File: src/rtl/i2c_pin_pkg.sv
package i2c_pin_pkg;
  localparam int PIN_N   = 2;
  localparam int SCL_BIT = 0;
  localparam int SDA_BIT = 1;
  localparam int SET_OFS = 'h0;
  localparam int CLR_OFS = 'h4;

  typedef enum logic [1:0] {
    ACC_NONE,
    ACC_SET,
    ACC_CLR,
    ACC_BAD
  } acc_e;
endpackage

File: src/rtl/i2c_pin_dec.sv
module i2c_pin_dec
  import i2c_pin_pkg::*;
#(
  parameter int OFS_W = 12
) (
  input  logic             psel_i,
  input  logic             penable_i,
  input  logic             pwrite_i,
  input  logic [OFS_W-1:0] ofs_i,
  output acc_e             acc_o,
  output logic             rd_stat_o,
  output logic             rd_bad_o
);
  logic hit_set, hit_clr, rd;

  assign hit_set = (ofs_i == OFS_W'(SET_OFS));
  assign hit_clr = (ofs_i == OFS_W'(CLR_OFS));
  assign rd      = psel_i && !pwrite_i;

  // read data is driven for the whole transfer, both phases
  assign rd_stat_o = rd && hit_set;
  assign rd_bad_o  = rd && !hit_set;

  always_comb begin
    acc_o = ACC_NONE;
    if (psel_i && penable_i) begin
      if (pwrite_i) begin
        if (hit_set)      acc_o = ACC_SET;
        else if (hit_clr) acc_o = ACC_CLR;
        else              acc_o = ACC_BAD;
      end else if (!hit_set) begin
        acc_o = ACC_BAD;
      end
    end
  end
endmodule

File: src/rtl/i2c_pin_latch.sv
module i2c_pin_latch #(
  parameter int W = 2
) (
  input  logic         clk_i,
  input  logic         rst_ni,
  input  logic         set_i,
  input  logic         clr_i,
  input  logic [W-1:0] wd_i,
  output logic [W-1:0] q_o
);
  always_ff @(posedge clk_i or negedge rst_ni) begin
    if (!rst_ni)    q_o <= '1;
    else if (clr_i) q_o <= q_o & ~wd_i;
    else if (set_i) q_o <= q_o | wd_i;
  end
endmodule

File: src/rtl/i2c_pin_sync.sv
module i2c_pin_sync #(
  parameter int   STAGES  = 2,
  parameter logic RST_VAL = 1'b1
) (
  input  logic clk_i,
  input  logic rst_ni,
  input  logic d_i,
  output logic q_o
);
  logic [STAGES-1:0] r;

  generate
    if (STAGES < 2) begin : g_bad
      initial $error("i2c_pin_sync: STAGES must be >= 2");
    end
  endgenerate

  always_ff @(posedge clk_i or negedge rst_ni) begin
    if (!rst_ni) r <= {STAGES{RST_VAL}};
    else         r <= {r[STAGES-2:0], d_i};
  end

  assign q_o = r[STAGES-1];
endmodule

File: src/rtl/i2c_od_pad.sv
module i2c_od_pad (
  input  logic drive_i,
  output logic o_o,
  output logic oe_o
);
  // 0 pulls low, 1 releases to the pull-up
  assign o_o  = 1'b0;
  assign oe_o = ~drive_i;
endmodule

File: src/rtl/i2c_pin_ctrl.sv
module i2c_pin_ctrl
  import i2c_pin_pkg::*;
#(
  parameter int ADDR_W      = 32,
  parameter int DATA_W      = 32,
  parameter int OFS_W       = 12,
  parameter int SYNC_STAGES = 2
) (
  input  logic              clk_i,
  input  logic              rst_ni,
  input  logic              psel_i,
  input  logic              penable_i,
  input  logic              pwrite_i,
  input  logic [ADDR_W-1:0] paddr_i,
  input  logic [DATA_W-1:0] pwdata_i,
  output logic [DATA_W-1:0] prdata_o,
  output logic              err_o,
  output logic              scl_o,
  output logic              scl_oe_o,
  output logic              sda_o,
  output logic              sda_oe_o,
  input  logic              sda_i
);
  acc_e             acc;
  logic             rd_stat, rd_bad, sda_s;
  logic [PIN_N-1:0] drv, pad_o, pad_oe;
  logic             unused_hi;

  assign unused_hi = ^{paddr_i[ADDR_W-1:OFS_W], pwdata_i[DATA_W-1:PIN_N]};

  i2c_pin_dec #(.OFS_W(OFS_W)) u_dec (
    .psel_i    (psel_i),
    .penable_i (penable_i),
    .pwrite_i  (pwrite_i),
    .ofs_i     (paddr_i[OFS_W-1:0]),
    .acc_o     (acc),
    .rd_stat_o (rd_stat),
    .rd_bad_o  (rd_bad)
  );

  i2c_pin_latch #(.W(PIN_N)) u_latch (
    .clk_i  (clk_i),
    .rst_ni (rst_ni),
    .set_i  (acc == ACC_SET),
    .clr_i  (acc == ACC_CLR),
    .wd_i   (pwdata_i[PIN_N-1:0]),
    .q_o    (drv)
  );

  i2c_pin_sync #(.STAGES(SYNC_STAGES), .RST_VAL(1'b1)) u_sync (
    .clk_i  (clk_i),
    .rst_ni (rst_ni),
    .d_i    (sda_i),
    .q_o    (sda_s)
  );

  for (genvar i = 0; i < PIN_N; i++) begin : g_pad
    i2c_od_pad u_pad (
      .drive_i (drv[i]),
      .o_o     (pad_o[i]),
      .oe_o    (pad_oe[i])
    );
  end

  assign scl_o    = pad_o[SCL_BIT];
  assign scl_oe_o = pad_oe[SCL_BIT];
  assign sda_o    = pad_o[SDA_BIT];
  assign sda_oe_o = pad_oe[SDA_BIT];

  always_ff @(posedge clk_i or negedge rst_ni) begin
    if (!rst_ni)             err_o <= 1'b0;
    else if (acc == ACC_BAD) err_o <= 1'b1;
  end

  always_comb begin
    prdata_o = '0;
    if (rd_stat) begin
      prdata_o[SCL_BIT] = drv[SCL_BIT];
      prdata_o[SDA_BIT] = sda_s;
    end else if (rd_bad) begin
      prdata_o = '1;
    end
  end
endmodule

File: config.mk
export PLATFORM = sky130hd
export DESIGN_NAME = i2c_pin_ctrl
export DESIGN_NICKNAME = d
export VERILOG_FILES = /design/src/rtl/i2c_pin_pkg.sv /design/src/rtl/i2c_pin_dec.sv /design/src/rtl/i2c_pin_latch.sv /design/src/rtl/i2c_pin_sync.sv /design/src/rtl/i2c_od_pad.sv /design/src/rtl/i2c_pin_ctrl.sv
export SDC_FILE = /design/constraint.sdc
export NUM_CORES = 1
export LEC_CHECK = 0
export ABC_AREA = 1
export BUFFER_PORTS_ARGS = -buffer_cell sky130_fd_sc_hd__buf_4
export CAP_MARGIN = 15
export CORE_MARGIN = 2
export CORE_UTILIZATION = 28
export CTS_CLUSTER_SIZE = 16
export DETAILED_ROUTE_END_ITERATION = 10
export PLACE_DENSITY = 0.84
export SYNTH_ARGS = -nofsm -noshare
export SYNTH_HDL_FRONTEND = slang
export SYNTH_HIERARCHICAL = 1
export SYNTH_SLANG_ARGS = --single-unit
File: constraint.sdc
create_clock -name clk_i -period 7.3 [get_ports clk_i]
set_input_delay 2.19 -clock clk_i [delete_from_list [all_inputs] [get_ports clk_i]]
set_output_delay 2.19 -clock clk_i [all_outputs]
set_load 0.01 [all_outputs]
======== Word level (Yosys, flattened, before mapping) ========
Cells that the tools add are included.
word-level totals
  output and inout bits ................... 37
  logic and storage cells ................. 30
  bits of input ports ..................... 70
  flip-flop bits (word level) ............. 5
cells by class
  mux-type cells .......................... 10
  reductions and logical operators ........ 8
  bitwise gates (word level) .............. 5
  equality and inequality tests ........... 4
operator list
  cell                                             number
  2-to-1 mux 32 bit                                1
  2-to-1 mux 30 bit                                1
  2-to-1 mux 2 bit                                 7
  == test 12 x 3 -> 1 bit (second input constant)  1
  logical NOT 12 bit                               1
  == test 2 bit (second input constant)            2
  logical AND 1 bit                                4
  AND 2 bit                                        1
  == test 2 x 1 -> 1 bit (second input constant)   1
  logical NOT 1 bit                                2
  inverter 1 bit                                   2
  inverter 2 bit                                   1
  OR 2 bit                                         1
  nonzero test 2 bit                               1
  2-to-1 mux 1 bit                                 1

======== Depth between registers and ports, before layout ========
  depth in word-level cells ............... 8
  gate-level depth with buffers ........... 12
  depth with buffers taken out ............ 12

======== By module ========
The synthesis kept the hierarchy.
modules (own cells, without submodules)
  module         seq. area each (sq um)  cells an instance  times used  area each (sq um)
  i2c_pin_ctrl   25.0                    44                 1           297.8
  i2c_pin_dec    0.0                     25                 1           108.9
  i2c_pin_latch  52.6                    14                 1           97.6
  i2c_pin_sync   52.6                    2                  1           52.6
  i2c_od_pad     0.0                     3                  2           15.0

======== Least setup slack after synthesis ========
No wires, ideal clock.
  kind .................................... input port to output port
  start point ............................. in paddr_i[11]
  end point ............................... out prdata_o[10]
  data arrival time ....................... 3.388 ns
  required time ........................... 5.110 ns
  stages .................................. 9
  path buffers ............................ 1
  slack ................................... 1.722 ns
  cells stage by stage .................... nor2_1 nand2_1 nor2_2 nand2_2 nor3_2 inv_1 nand2_2 inv_1 buf_4
on the way
  elaborated cells between the ends (all ways) .. 6
  those cells by class .................... mux (2); reduce/logical (4)
RTL lines
  what                line                RTL
  start, declared     i2c_pin_ctrl.sv:14  input logic [ADDR_W-1:0] paddr_i,
  logical NOT 12 bit  i2c_pin_dec.sv:16   assign hit_set = (ofs_i == OFS_W'(SET_OFS));
  logical AND 1 bit   i2c_pin_dec.sv:21   assign rd_stat_o = rd && hit_set;
  via rd_stat         i2c_pin_ctrl.sv:25  logic rd_stat, rd_bad, sda_s;
  2-to-1 mux 30 bit   i2c_pin_ctrl.sv:77  if (rd_stat) begin
  end, declared       i2c_pin_ctrl.sv:16  output logic [DATA_W-1:0] prdata_o,
The timed path passes the listed nets, and every way through them passes these cells.

======== Worst setup path after layout ========
  start point ............................. in paddr_i[1]
  end point ............................... out prdata_o[14]
Same word-level chain as after synthesis.

==> flow_summary.json <==
{
  "cts_sinks": 5,
  "portBuffers": 54,
  "pin_count": 107,
  "vias": 538,
  "n_fill_cell": 220,
  "syn_inst": 91,
  "finalHoldViolCount": 0,
  "antenna_left": 0,
  "fmax_ghz": 0.1717,
  "synth.area.top_cells": "buf_4, dfstp_2, nand2_1, inv_1, nor2_1",
  "dp_cells": 141,
  "cts_made_buffers": 3,
  "grt_max_degree": 31,
  "final-max-slew-violation-count": 0,
  "final_cell_area_um2": 819.5,
  "antenna_found_initial": 0,
  "n_antenna_cell": 0,
  "postCtsSetupBuffers": 0,
  "outcome": "finished clean",
  "ctsHtreeMaxLevel": 1,
  "clockBufferDepth": 2,
  "utilization": 0.4177,
  "ctsHoldBuffers": 0,
  "viasPerCell": 3.710,
  "core_area_mm2": 0.001962,
  "ctsResizeCount": 0,
  "setup_violations": 0,
  "synth_nets": 161,
  "yosysWarnings": 6,
  "cts_root_buf": "clkbuf_4",
  "grt_pass1_vias": 458,
  "dieArea_mm2": 0.002478,
  "fin_tns_setup_ns": 0,
  "synth-seq-cells": 5,
  "instances_no_fill": 145,
  "ys_types": 11,
  "path_class": "primary input to output port",
  "synth_top_area_share": 0.3966,
  "syn2layout_area_growth_pct": 39.66,
  "end_kind": "output port",
  "p_per_area_mw_per_mm2": 132.0,
  "first_pass_iters": 4,
  "relSlewSlack": 0.5093,
  "post-route-period-util": 0.7977,
  "hold_path.class": "flip-flop to flip-flop",
  "avgSynthCellArea_um2": 6.448,
  "insertion_delay_ns": 0.24,
  "crit_path_max_fanout": 30,
  "drc": 0,
  "layout-drive-gt1-share": 0.5593,
  "grt_pass1_wl_um": 1849,
  "place.gp.congestion": 0.7385,
  "yosysTopAreaCell": "buf_4",
  "placed_area_um2": 793.3,
  "rsz0062_at_grt": "false",
  "rows": 16,
  "cap_violations": 0,
  "grt_overflow": 0,
  "regToRegSetupSlack_ns": 6.53,
  "p_leak_nw": 0.4947,
  "hpwl_um": 1042,
  "min_period_ns": 5.823,
  "clk_pin_slew_ns": 0.05,
  "die_y_um": 49.78,
  "tightest_slew_ns": 0.7352,
  "finalNetCount": 189,
  "ys_seq_area_frac": 0.2217,
  "routed_wl_um": 1194,
  "cp.arrival_ns": 3.63,
  "initial_core_util": 0.2991,
  "die_w_um": 49.78,
  "wl_per_cell_um": 8.234,
  "cp.required_ns": 5.11,
  "skew_ns": 0.008073,
  "track_usage": 0.09675,
  "synthesis.area_um2": 586.8,
  "drtIter0Drc": 2,
  "start_kind": "primary input",
  "peakVddDrop_v": 0.0001145,
  "cts_tree": "yes"
}
## cell usage in the layout, fill, tap and decap left out
master / instances
buf_4: 54
nand2_1: 22
inv_1: 14
nor2_1: 11
dfstp_2: 4
clkbuf_4: 3
nand2_2: 2
conb_1: 2
nor2_2: 2
clkbuf_1: 1
dfrtp_1: 1
nor3_2: 1
a21oi_1: 1
## per-stage QoR
| stage | setup slack (ns) | hold WS (ns) | total power [W] |
|---|---|---|---|
| finish | 1.477 | 0.3464 | 0.0001082 |
| global route | 1.228 | 0.3539 | 0.0001167 |
| CTS | 1.447 | 0.3476 | 0.0001105 |
| detailed placement | 1.447 | 0.3522 | 0.00007766 |
| global placement | 1.567 | 0.3470 | 0.00007685 |
| floorplan | 1.722 | 0.3452 | 0.00006230 |
## final cells by class
class	count	area (µm²)	area share
repair buffers	54	405.4	0.4947
multi-input cells	41	171.4	0.2092
flip-flops and latches	5	130.1	0.1588
inverters	14	52.55	0.06412
well taps	27	33.78	0.04122
clock buffers	4	26.28	0.03206
## worst max-delay path, cell delays in order
cell     delay (ns)
buf_4          0.11
nor2_1         0.09
nand2_1        0.07
nor2_1         0.18
nand2_2        0.11
nor3_2         0.16
inv_1          0.07
nand2_2        0.07
inv_1          0.31
buf_4          0.28
## where the power goes
part / internal (W) / total, W / switching (W) / leakage [nW]
combinational: 0.0000230 / 0.0000428 / 0.0000198 / 0.429
sequential: 0.0000324 / 0.0000339 / 0.00000144 / 0.0508
clock: 0.0000206 / 0.0000315 / 0.0000108 / 0.0150
## worst paths after layout
kind,from,endpoint,depth (start not counted)
min,u_sync/r[0],u_sync/r[1],0
max in group asynchronous,rst_ni,asynchronous set/reset pin,1
max reg2reg,flip-flop,flip-flop,4
min in group asynchronous,rst_ni,err_o,1
min reg2reg,u_sync/r[0],u_sync/r[1],0
max,paddr_i[1],prdata_o[14],10
## cells by family (layout without fill, tap and decap cells)
family,Yosys count,in the layout,share of synthesized area
buffers and inverters,45,72,0.4861
other,2,2,0.01280
AND/OR/NAND/NOR,38,38,0.2708
flip-flops,5,5,0.2217
AO/OA/AOI/OAI,1,1,0.008521
## routing by layer
metal  GRT usage  routed length (µm)  share of wire  vias up
met3     0.04545                 136           0.11        0
met2      0.1800                 628           0.53       29
met4     0.02778                   0              0        0
met5           0                   0              0        -
met1     0.09381                 430           0.36      227
li1            -                   -              -      282
## synth_stat cells (all sizes together)
| library cell | number |
|---|---|
| buf | 31 |
| nand2 | 24 |
| inv | 14 |
| nor2 | 13 |
| dfstp | 4 |
| conb | 2 |
| a21oi | 1 |
| dfrtp | 1 |
| nor3 | 1 |
(Power assumes the default switching activity.)
